`config.mk`:
```
export PLATFORM = sky130hd
export DESIGN_NAME = pmc_xfer_seq
export DESIGN_NICKNAME = d
export VERILOG_FILES = /design/src/rtl/pmc_xfer_pkg.sv /design/src/rtl/pmc_wait_timer.sv /design/src/rtl/pmc_xfer_data.sv /design/src/rtl/pmc_xfer_fsm.sv /design/src/rtl/pmc_xfer_seq.sv
export SDC_FILE = /design/constraint.sdc
export NUM_CORES = 1
export LEC_CHECK = 0
export ABC_AREA = 0
export BUFFER_PORTS_ARGS = -buffer_cell sky130_fd_sc_hd__buf_4
export CAP_MARGIN = 40
export CORE_MARGIN = 5
export CORE_UTILIZATION = 54
export DETAILED_ROUTE_END_ITERATION = 16
export MAX_ROUTING_LAYER = met4
export PLACE_DENSITY = 0.93
export SYNTH_ARGS = -nofsm -noshare
export SYNTH_HDL_FRONTEND = slang
export SYNTH_SLANG_ARGS = --single-unit
```
`constraint.sdc`:
```
create_clock -name clk -period 3.9 [get_ports clk]
set_input_delay 0.39 -clock clk [delete_from_list [all_inputs] [get_ports clk]]
set_output_delay 0.39 -clock clk [all_outputs]
set_load 0.05 [all_outputs]
```
`src/rtl/pmc_xfer_pkg.sv`:
```
package pmc_xfer_pkg;

    typedef enum logic [2:0] {
        ST_IDLE      = 3'd0,
        ST_WAIT_RDY  = 3'd1,
        ST_WAIT_REPLY= 3'd2,
        ST_TX_START  = 3'd3,
        ST_TX_FINISH = 3'd4,
        ST_RX_START  = 3'd5,
        ST_RX_FINISH = 3'd6
    } xfer_state_e;

    typedef enum logic {
        DIR_SEND = 1'b0,
        DIR_RECV = 1'b1
    } xfer_dir_e;

    localparam logic [7:0]  MAJOR_HANDSHAKE = 8'h14;
    localparam logic [15:0] E_NOT_READY     = 16'hCD38;
    localparam logic [15:0] E_NO_REPLY      = 16'hCD37;
    localparam logic [15:0] E_TX_NOSTART    = 16'hCD36;
    localparam logic [15:0] E_TX_NOFINISH   = 16'hCD35;
    localparam logic [15:0] E_RX_NOSTART    = 16'hCD34;
    localparam logic [15:0] E_RX_NOFINISH   = 16'hCD33;

    // Condition that ends the wait of a given state.
    function automatic logic wait_met(xfer_state_e s, logic rdy, logic ack);
        case (s)
            ST_WAIT_RDY:                 return rdy;
            ST_WAIT_REPLY:               return ack;
            ST_TX_START, ST_RX_START:    return !ack;
            ST_TX_FINISH, ST_RX_FINISH:  return ack;
            default:                     return 1'b0;
        endcase
    endfunction

    // Successor once the wait condition is met.
    function automatic xfer_state_e next_on_met(xfer_state_e s, xfer_dir_e d);
        case (s)
            ST_WAIT_RDY:   return ST_WAIT_REPLY;
            ST_WAIT_REPLY: return (d == DIR_RECV) ? ST_RX_START : ST_TX_START;
            ST_TX_START:   return ST_TX_FINISH;
            ST_RX_START:   return ST_RX_FINISH;
            default:       return ST_IDLE;
        endcase
    endfunction

    // Minor code for a wait that runs out of time.
    function automatic logic [15:0] code_for(xfer_state_e s);
        case (s)
            ST_WAIT_RDY:   return E_NOT_READY;
            ST_WAIT_REPLY: return E_NO_REPLY;
            ST_TX_START:   return E_TX_NOSTART;
            ST_TX_FINISH:  return E_TX_NOFINISH;
            ST_RX_START:   return E_RX_NOSTART;
            ST_RX_FINISH:  return E_RX_NOFINISH;
            default:       return 16'h0000;
        endcase
    endfunction

    function automatic logic is_finish(xfer_state_e s);
        return (s == ST_TX_FINISH) || (s == ST_RX_FINISH);
    endfunction

    function automatic logic known_code(logic [15:0] c);
        return (c == E_NOT_READY) || (c == E_NO_REPLY) || (c == E_TX_NOSTART) ||
               (c == E_TX_NOFINISH) || (c == E_RX_NOSTART) || (c == E_RX_NOFINISH);
    endfunction

endpackage

```
`src/rtl/pmc_wait_timer.sv`:
```
module pmc_wait_timer #(
    parameter int TIMEOUT_CYC = 4096
) (
    input  logic clk,
    input  logic rst,
    input  logic load_i,
    input  logic tick_i,
    output logic expired_o
);
    localparam int CW = (TIMEOUT_CYC > 1) ? $clog2(TIMEOUT_CYC) : 1;
    localparam logic [CW-1:0] TOP = CW'(TIMEOUT_CYC - 1);

    logic [CW-1:0] cnt_q;

    always_ff @(posedge clk) begin
        if (rst) begin
            cnt_q <= '0;
        end else if (load_i) begin
            cnt_q <= TOP;
        end else if (tick_i && (cnt_q != '0)) begin
            cnt_q <= cnt_q - 1'b1;
        end
    end

    assign expired_o = (cnt_q == '0);

    // the window count never exceeds its programmed length
    assert_window_bound_R8: assert property (@(posedge clk) disable iff (rst)
        cnt_q <= TOP);

    // every load restarts the window at its full length
    assert_window_reload_R8: assert property (@(posedge clk) disable iff (rst)
        load_i |=> (cnt_q == TOP));

endmodule

```
`src/rtl/pmc_xfer_data.sv`:
```
module pmc_xfer_data
    import pmc_xfer_pkg::*;
#(
    parameter int DATA_W = 8
) (
    input  logic              clk,
    input  logic              rst,
    input  logic              accept_i,
    input  logic              dir_i,
    input  logic [DATA_W-1:0] tx_byte_i,
    input  logic              capture_i,
    input  logic [DATA_W-1:0] bus_in_i,
    input  logic              drive_en_i,
    output xfer_dir_e         dir_o,
    output logic              bus_drive_o,
    output logic [DATA_W-1:0] bus_out_o,
    output logic [DATA_W-1:0] rx_byte_o
);
    xfer_dir_e         dir_q;
    logic [DATA_W-1:0] tx_q;
    logic [DATA_W-1:0] rx_q;

    always_ff @(posedge clk) begin
        if (rst) begin
            dir_q <= DIR_SEND;
            tx_q  <= '0;
            rx_q  <= '0;
        end else begin
            if (accept_i) begin
                dir_q <= xfer_dir_e'(dir_i);
                tx_q  <= tx_byte_i;
            end
            if (capture_i) begin
                rx_q <= bus_in_i;
            end
        end
    end

    assign dir_o       = dir_q;
    assign bus_drive_o = drive_en_i;
    assign bus_out_o   = drive_en_i ? tx_q : '0;
    assign rx_byte_o   = rx_q;

    // the outbound bus is only driven for a send
    assert_drive_send_only_R11: assert property (@(posedge clk) disable iff (rst)
        drive_en_i |-> (dir_q == DIR_SEND));

    // the latched byte is stable while the bus is driven
    assert_tx_stable_R2: assert property (@(posedge clk) disable iff (rst)
        (drive_en_i && $past(drive_en_i)) |-> $stable(tx_q));

endmodule

```
`src/rtl/pmc_xfer_fsm.sv`:
```
module pmc_xfer_fsm
    import pmc_xfer_pkg::*;
(
    input  logic        clk,
    input  logic        rst,
    input  logic        start_i,
    input  logic        peer_rdy_i,
    input  logic        peer_ack_i,
    input  xfer_dir_e   dir_i,
    input  logic        expired_i,
    output logic        accept_o,
    output logic        load_o,
    output logic        tick_o,
    output logic        capture_o,
    output logic        drive_en_o,
    output logic        req_o,
    output logic        done_o,
    output logic        rx_valid_o,
    output logic        fault_o,
    output logic [7:0]  fault_major_o,
    output logic [15:0] fault_minor_o
);
    xfer_state_e state_q;
    xfer_state_e nxt;
    logic        waiting;
    logic        met;

    assign waiting    = (state_q != ST_IDLE);
    assign met        = waiting && wait_met(state_q, peer_rdy_i, peer_ack_i);
    assign nxt        = next_on_met(state_q, dir_i);
    assign accept_o   = (state_q == ST_IDLE) && start_i;
    assign load_o     = accept_o || (met && (nxt != ST_IDLE));
    assign tick_o     = waiting && !met;
    assign capture_o  = met && (state_q == ST_RX_START);
    assign drive_en_o = (state_q == ST_TX_START) || (state_q == ST_TX_FINISH);
    assign req_o      = waiting;

    always_ff @(posedge clk) begin
        if (rst) begin
            state_q       <= ST_IDLE;
            done_o        <= 1'b0;
            rx_valid_o    <= 1'b0;
            fault_o       <= 1'b0;
            fault_major_o <= '0;
            fault_minor_o <= '0;
        end else begin
            done_o     <= 1'b0;
            rx_valid_o <= 1'b0;
            fault_o    <= 1'b0;
            if (state_q == ST_IDLE) begin
                if (start_i) begin
                    state_q       <= ST_WAIT_RDY;
                    fault_major_o <= '0;
                    fault_minor_o <= '0;
                end
            end else if (met) begin
                state_q <= nxt;
                if (is_finish(state_q)) begin
                    done_o     <= 1'b1;
                    rx_valid_o <= (state_q == ST_RX_FINISH);
                end
            end else if (expired_i) begin
                state_q       <= ST_IDLE;
                fault_o       <= 1'b1;
                fault_major_o <= MAJOR_HANDSHAKE;
                fault_minor_o <= code_for(state_q);
            end
        end
    end

    // a fault always carries the major code and one of the six minor codes
    assert_fault_codes_R7: assert property (@(posedge clk) disable iff (rst)
        fault_o |-> (fault_major_o == MAJOR_HANDSHAKE) && known_code(fault_minor_o));

    // success and failure are exclusive
    assert_outcome_exclusive_R9: assert property (@(posedge clk) disable iff (rst)
        $onehot0({done_o, fault_o}));

    // request is released on the edge that reports the outcome
    assert_req_released_R12: assert property (@(posedge clk) disable iff (rst)
        (done_o || fault_o) |-> !req_o);

    // request only rises after an accepted start
    assert_req_rise_R12: assert property (@(posedge clk) disable iff (rst)
        $rose(req_o) |-> $past(start_i));

    // received-byte strobe only with a successful receive
    assert_rx_with_done_R10: assert property (@(posedge clk) disable iff (rst)
        rx_valid_o |-> done_o);

    // minor code holds between outcomes while idle and not restarted
    assert_code_hold_R7: assert property (@(posedge clk) disable iff (rst)
        ($past(state_q == ST_IDLE) && !$past(start_i)) |-> $stable(fault_minor_o));

endmodule

```
`src/rtl/pmc_xfer_seq.sv`:
```
module pmc_xfer_seq
    import pmc_xfer_pkg::*;
#(
    parameter int TIMEOUT_CYC = 4096,
    parameter int DATA_W      = 8
) (
    input  logic              clk,
    input  logic              rst,
    input  logic              start_i,
    input  logic              dir_i,
    input  logic [DATA_W-1:0] tx_byte_i,
    input  logic              peer_rdy_i,
    input  logic              peer_ack_i,
    input  logic [DATA_W-1:0] bus_in_i,
    output logic              req_o,
    output logic              bus_drive_o,
    output logic [DATA_W-1:0] bus_out_o,
    output logic              done_o,
    output logic              rx_valid_o,
    output logic [DATA_W-1:0] rx_byte_o,
    output logic              fault_o,
    output logic [7:0]        fault_major_o,
    output logic [15:0]       fault_minor_o
);
    logic      accept;
    logic      load;
    logic      tick;
    logic      capture;
    logic      drive_en;
    logic      expired;
    xfer_dir_e dir_q;

    pmc_xfer_fsm u_fsm (
        .clk           (clk),
        .rst           (rst),
        .start_i       (start_i),
        .peer_rdy_i    (peer_rdy_i),
        .peer_ack_i    (peer_ack_i),
        .dir_i         (dir_q),
        .expired_i     (expired),
        .accept_o      (accept),
        .load_o        (load),
        .tick_o        (tick),
        .capture_o     (capture),
        .drive_en_o    (drive_en),
        .req_o         (req_o),
        .done_o        (done_o),
        .rx_valid_o    (rx_valid_o),
        .fault_o       (fault_o),
        .fault_major_o (fault_major_o),
        .fault_minor_o (fault_minor_o)
    );

    pmc_wait_timer #(.TIMEOUT_CYC(TIMEOUT_CYC)) u_timer (
        .clk       (clk),
        .rst       (rst),
        .load_i    (load),
        .tick_i    (tick),
        .expired_o (expired)
    );

    pmc_xfer_data #(.DATA_W(DATA_W)) u_data (
        .clk         (clk),
        .rst         (rst),
        .accept_i    (accept),
        .dir_i       (dir_i),
        .tx_byte_i   (tx_byte_i),
        .capture_i   (capture),
        .bus_in_i    (bus_in_i),
        .drive_en_i  (drive_en),
        .dir_o       (dir_q),
        .bus_drive_o (bus_drive_o),
        .bus_out_o   (bus_out_o),
        .rx_byte_o   (rx_byte_o)
    );

endmodule

```
# Word level (Yosys, flattened, before mapping)
# Index checks and enable logic that the tools add are counted.
# totals
word_cells,68
out_inout_bits,45
reg_bits,59
in_bits,22
# classes
n_eq_ne,8
bitwise,2
reduce_logical,26
n_mux,21
n_addsub,1
# ops
op,n
case mux 16 bit (6 select lines),1
2-to-1 mux 16 bit,4
2-to-1 mux 8 bit,5
2-to-1 mux 12 bit,2
2-to-1 mux 3 bit,5
zero test 12 bit,1
case mux 3 bit (4 select lines),1
nonzero test 12 bit,1
subtractor 12 x 1 -> 12 bit (second input constant),1
== test 3 bit (second input constant),3
nonzero test 3 bit,3
OR reduction 3 bit,3
== test 3 x 2 -> 1 bit (second input constant),2
logical AND 1 bit,6
!= test 2 bit (second input constant),2
nonzero test 2 bit,2
OR reduction 4 bit,1
== test 3 x 1 -> 1 bit (second input constant),1
zero test 3 bit,1
logical OR 1 bit,3
case mux 1 bit (3 select lines),1
AND reduction 3 bit,1
zero test 1 bit,2
2-to-1 mux 1 bit,2
3 further kinds,4

# Depth between registers and ports, before layout
# depth
depth_word,9
mapped_depth,8
depth_no_buf,7

# By module
# From an unflattened synthesis, not the netlist that was laid out.
# unflattened
cells_unflattened,252
hier_area_um2,2223.4
# modules_own_cells
module,area_per_inst_um2,n_inst,cells_per_inst
pmc_xfer_fsm,892.1,1,113
pmc_xfer_data,670.6,1,64
pmc_wait_timer,660.6,1,75

# Worst setup path before layout
# OpenSTA, ideal clock, no wires.
# synth_timing
kind,register to output
from,register u_fsm.state_q[0]
to,output bus_out_o[0]
stages_incl_launch_ff,6
setup_slack_ns,1.281
required_time_ns,3.510
arrival_ns,2.229
path_cell_list,dfxtp_1 > buf_2 > buf_1 > nand2_1 > o21ai_1 > and2_1
# synth_between
elab_chain_len,3
# synth_rtl
element,line_no,source
start: declaration,pmc_xfer_fsm.sv:23,xfer_state_e state_q;
start signal: assignment,pmc_xfer_fsm.sv:57,state_q <= nxt;
== test 3 x 2 -> 1 bit or == test 3 bit (tied branches),pmc_xfer_fsm.sv:35,assign drive_en_o = (state_q == ST_TX_START) || (state_q == ST_TX_FINISH);
logical OR 1 bit (*),pmc_xfer_fsm.sv:35,
via bus_drive_o,pmc_xfer_seq.sv:16,"output logic bus_drive_o,"
2-to-1 mux 8 bit (*),pmc_xfer_data.sv:41,assign bus_out_o = drive_en_i ? tx_q : '0;
end: declaration,pmc_xfer_seq.sv:17,"output logic [DATA_W-1:0] bus_out_o,"
# Mark *: on every way through the listed nets, which the timed path passes. The rest lies on a longest branch.

# Final worst setup path
# layout_timing
from,register u_fsm.state_q[2]
to,register u_timer.cnt_q[3]
# layout_between
elab_chain_len,8
# layout_rtl
element,line_no,source
== test 3 x 2 -> 1 bit (tied with other cells),"pmc_xfer_pkg.sv:28, pmc_xfer_pkg.sv:39",
OR reduction 3 bit (no line) or OR reduction 2 bit (tied branches),n/a,
case mux 1 bit (3 select lines),pmc_xfer_pkg.sv:28,case (s)
logical AND 1 bit,pmc_xfer_fsm.sv:29,"assign met = waiting && wait_met(state_q, peer_rdy_i, peer_ack_i);"
zero test 1 bit,pmc_xfer_fsm.sv:33,assign tick_o = waiting && !met;
logical AND 1 bit,pmc_xfer_fsm.sv:33,
logical AND 1 bit,pmc_wait_timer.sv:20,end else if (tick_i && (cnt_q != '0)) begin
nonzero test 2 bit (no line),n/a,
end signal: assignment,pmc_wait_timer.sv:21,cnt_q <= cnt_q - 1'b1;
end: declaration,pmc_wait_timer.sv:13,logic [CW-1:0] cnt_q;
# Several ways; a longest one is shown, not always the timed one.
# A chain may end at the register's enable or synchronous reset.

==> results_dict.tcl <==
set metrics [dict create \
    outcome "finished clean" \
    cts_buffer_depth 2 \
    skew_ns 0.00637 \
    cts_made_buffers 5 \
    wl_met2_mm 2.13 \
    relSlewSlack_pct 43.5 \
    r2r_start "u_fsm.state_q[2]" \
    synth_flop_cell "dfxtp_1" \
    critPathArrivalTime_ns 2.59 \
    min_path_cells 3 \
    wl_met1_mm 1.74 \
    synth.distinct_cells 46 \
    nets 318 \
    min_period_ns 2.42 \
    synth_edf_count 0 \
    tightest_slew_ns 0.840 \
    dp_slack_ns 1.48 \
    powerDensity_nw_per_um2 399 \
    drive_above_1_share_pct 24.4 \
    synth.most_common_cell "nand2_1" \
    leakage_nw 1.03 \
    hold_buffers 0 \
    fp.coreArea_um2 3720 \
    async_flop_share_pct 0 \
    synth_top_area_cell "dfxtp_1" \
    max_cap_viol_count 0 \
    pin_count 67 \
    top_layer_used "met4" \
    r2r_slack_ns 1.48 \
    syn_area_per_cell_um2 8.18 \
    antenna_cells 0 \
    clk_latency_ns 0.30 \
    crit_path_end_kind "register" \
    fmax_mhz 413 \
    fin_tns_setup_ns 0 \
    dp_hpwl_mm 3.08 \
    die_w_um 72.4 \
    drt_iter0_drc 105 \
    routed-wl-met3_um 314 \
    cts.sinks 41 \
    hold_start "bus_in_i[3]" \
    synth_seq_cells 41 \
    yosysWarnings 0 \
    routedWlPerCell_um 12.3 \
    path_clk_slew_ns 0.08 \
    cts_tree "built" \
    ctsResizeCount 0 \
    start_kind "register" \
    via_count 1740 \
    grt_pass1_vias 1604 \
    synthToLayoutAreaGrowth_pct 18.2 \
    track_usage_pct 17.1 \
    htreeDepth 2 \
    firstDrtPassIters 4 \
    grt_pass1_wl_mm 7.05 \
    rows 22 \
    rsz0062_at_grt "false" \
    fin_ws_ns 1.48 \
    ant_nets 0 \
    synth_commonest_cells "44 x nand2_1, 41 x dfxtp_1, 31 x a21oi_1" \
    grt_max_degree 41 \
    critPathKind "reg2reg" \
    postCtsSetupBuffers 0 \
    hold_path_class "in2reg" \
    drc_errors 0 \
    vdd_drop_max_v 0.000281 \
    synth_area_leaders "dfxtp_1 39%, nand2_1 7.9%, a21oi_1 7.4%" \
    port-buffer-count 55 \
    grt_remaining_overflow 0 \
    ys_seq_area_share_pct 39.0 \
    min_to "u_data.rx_byte_o[3]" \
    die_y_um 72.4 \
    finalSetupViolCount 0 \
    crit_fanout 20 \
    synthCells 257 \
    die_area_um2 5240 \
    clockRootBuffer "clkbuf_8" \
    routabilityCongestion 0.857 \
    final-hold-violation-count 0 \
    maxSlewViolCount 0 \
    vias_per_cell 5.07 \
    drt-total-wl_mm 4.24 \
    crit_required_ns 4.07 \
    r2r-end "u_timer.cnt_q[3]" \
    reg2reg_depth 5 \
    netlist.area_leader.share_pct 39.0 \
    initial_core_util_pct 56.6 \
    antenna_found_initial 0 \
    syn_area_um2 2100 \
    post-route-period-util_pct 62.0 \
]
==> metal layers <==
layer	track usage [%]	up-vias
met4	5.12	0
met2	28.3	48
met3	5.54	6
li1	-	902
met1	19.6	784
met5	-	-
==> critical path, stage by stage, from the launching register on <==
cell and delay (ns):
dfxtp_1 0.74, xor2_1 0.19, a221oi_2 0.72, nand2_1 0.23, o41ai_1 0.28, a31oi_1 0.13
==> sequential cells by signal (all words and copies together), names as in the netlist <==
signal	cells
u_fsm.state_q	3
u_data.dir_o	1
u_fsm.fault_minor_o	5
u_data.tx_q	8
u_data.rx_byte_o	8
u_fsm.rx_valid_o	1
u_fsm.done_o	1
u_timer.cnt_q	12
u_fsm.fault_o	1
u_fsm.fault_major_o	1
==> report_power, final <==
part,internal [mW],switching [mW],total [mW]
Clock,0.123,0.148,0.272
Combinational,0.0859,0.149,0.235
Sequential,0.448,0.0372,0.485
Total,0.658,0.334,0.992
==> stage by stage <==
step | power (mW) | instance area (um2) | utilization, % | hold WS (ns) | cells
2_1_floorplan | 0.689 | 2140 | - | 0.432 | 267
3_3_place_gp | 0.724 | 2400 | 64.6 | 0.437 | 335
3_5_place_dp | 0.730 | 2400 | 64.6 | 0.443 | 335
4_1_cts | 1.00 | 2490 | 66.9 | 0.326 | 343
5_1_grt | 1.05 | 2490 | 66.9 | 0.323 | 343
6_report | 0.992 | 2490 | 66.9 | 0.334 | 343
==> how the worst max path moves through the flow <==
| stage | from | end | slack, ns | cells past startpoint |
|---|---|---|---|---|
| 2_1_floorplan | u_fsm.state_q[0] | bus_out_o[0] | 1.28 | 5 |
| 3_3_place_gp | u_fsm.state_q[2] | u_timer.cnt_q[3] | 1.61 | 5 |
| 4_1_cts | u_fsm.state_q[2] | u_timer.cnt_q[3] | 1.47 | 5 |
| 5_1_grt | u_fsm.state_q[2] | u_timer.cnt_q[3] | 1.18 | 5 |
| 6_report | u_fsm.state_q[2] | u_timer.cnt_q[3] | 1.48 | 5 |
| 3_5_place_dp | u_fsm.state_q[2] | u_timer.cnt_q[3] | 1.48 | 5 |
==> cell type report <==
type / instances / area (um2)
clock inverters: 3 / 17.5
fillers: 313 / 1230
well taps: 48 / 60.1
flip-flops and latches: 41 / 821
inverters: 3 / 11.3
multi-input cells: 187 / 1090
clock buffers: 5 / 68.8
repair buffers: 56 / 420
==> cell families after synthesis <==
logic type	synth area share (%)
AO/OA/AOI/OAI	12.4
adder cells (fa/ha/maj)	1.19
AND/OR/NAND/NOR	29.0
other	0.178
flip-flops	39.0
buffers and inverters	11.1
XOR/XNOR	4.16
multiplexers	2.97
==> cell usage in the layout, fill, tap and decap left out, drive strengths merged, types with 2 or more instances in the layout <==
master and count:
inv 3, xor2 9, nor2b 3, nor2 20
nor3 6, a211oi 2, nand4b 2, buf 56
and2 9, nor4b 2, a31oi 3, dfxtp 41
nand4 3, conb 11, mux2i 4, a21oi 31
nor4 2, ha 2, o21ai 3, nand3b 2
nand2 44, nand2b 5, mux2 2, clkbuf 5
nand3 9, clkinv 2
Power figures use the tool's default switching activity.
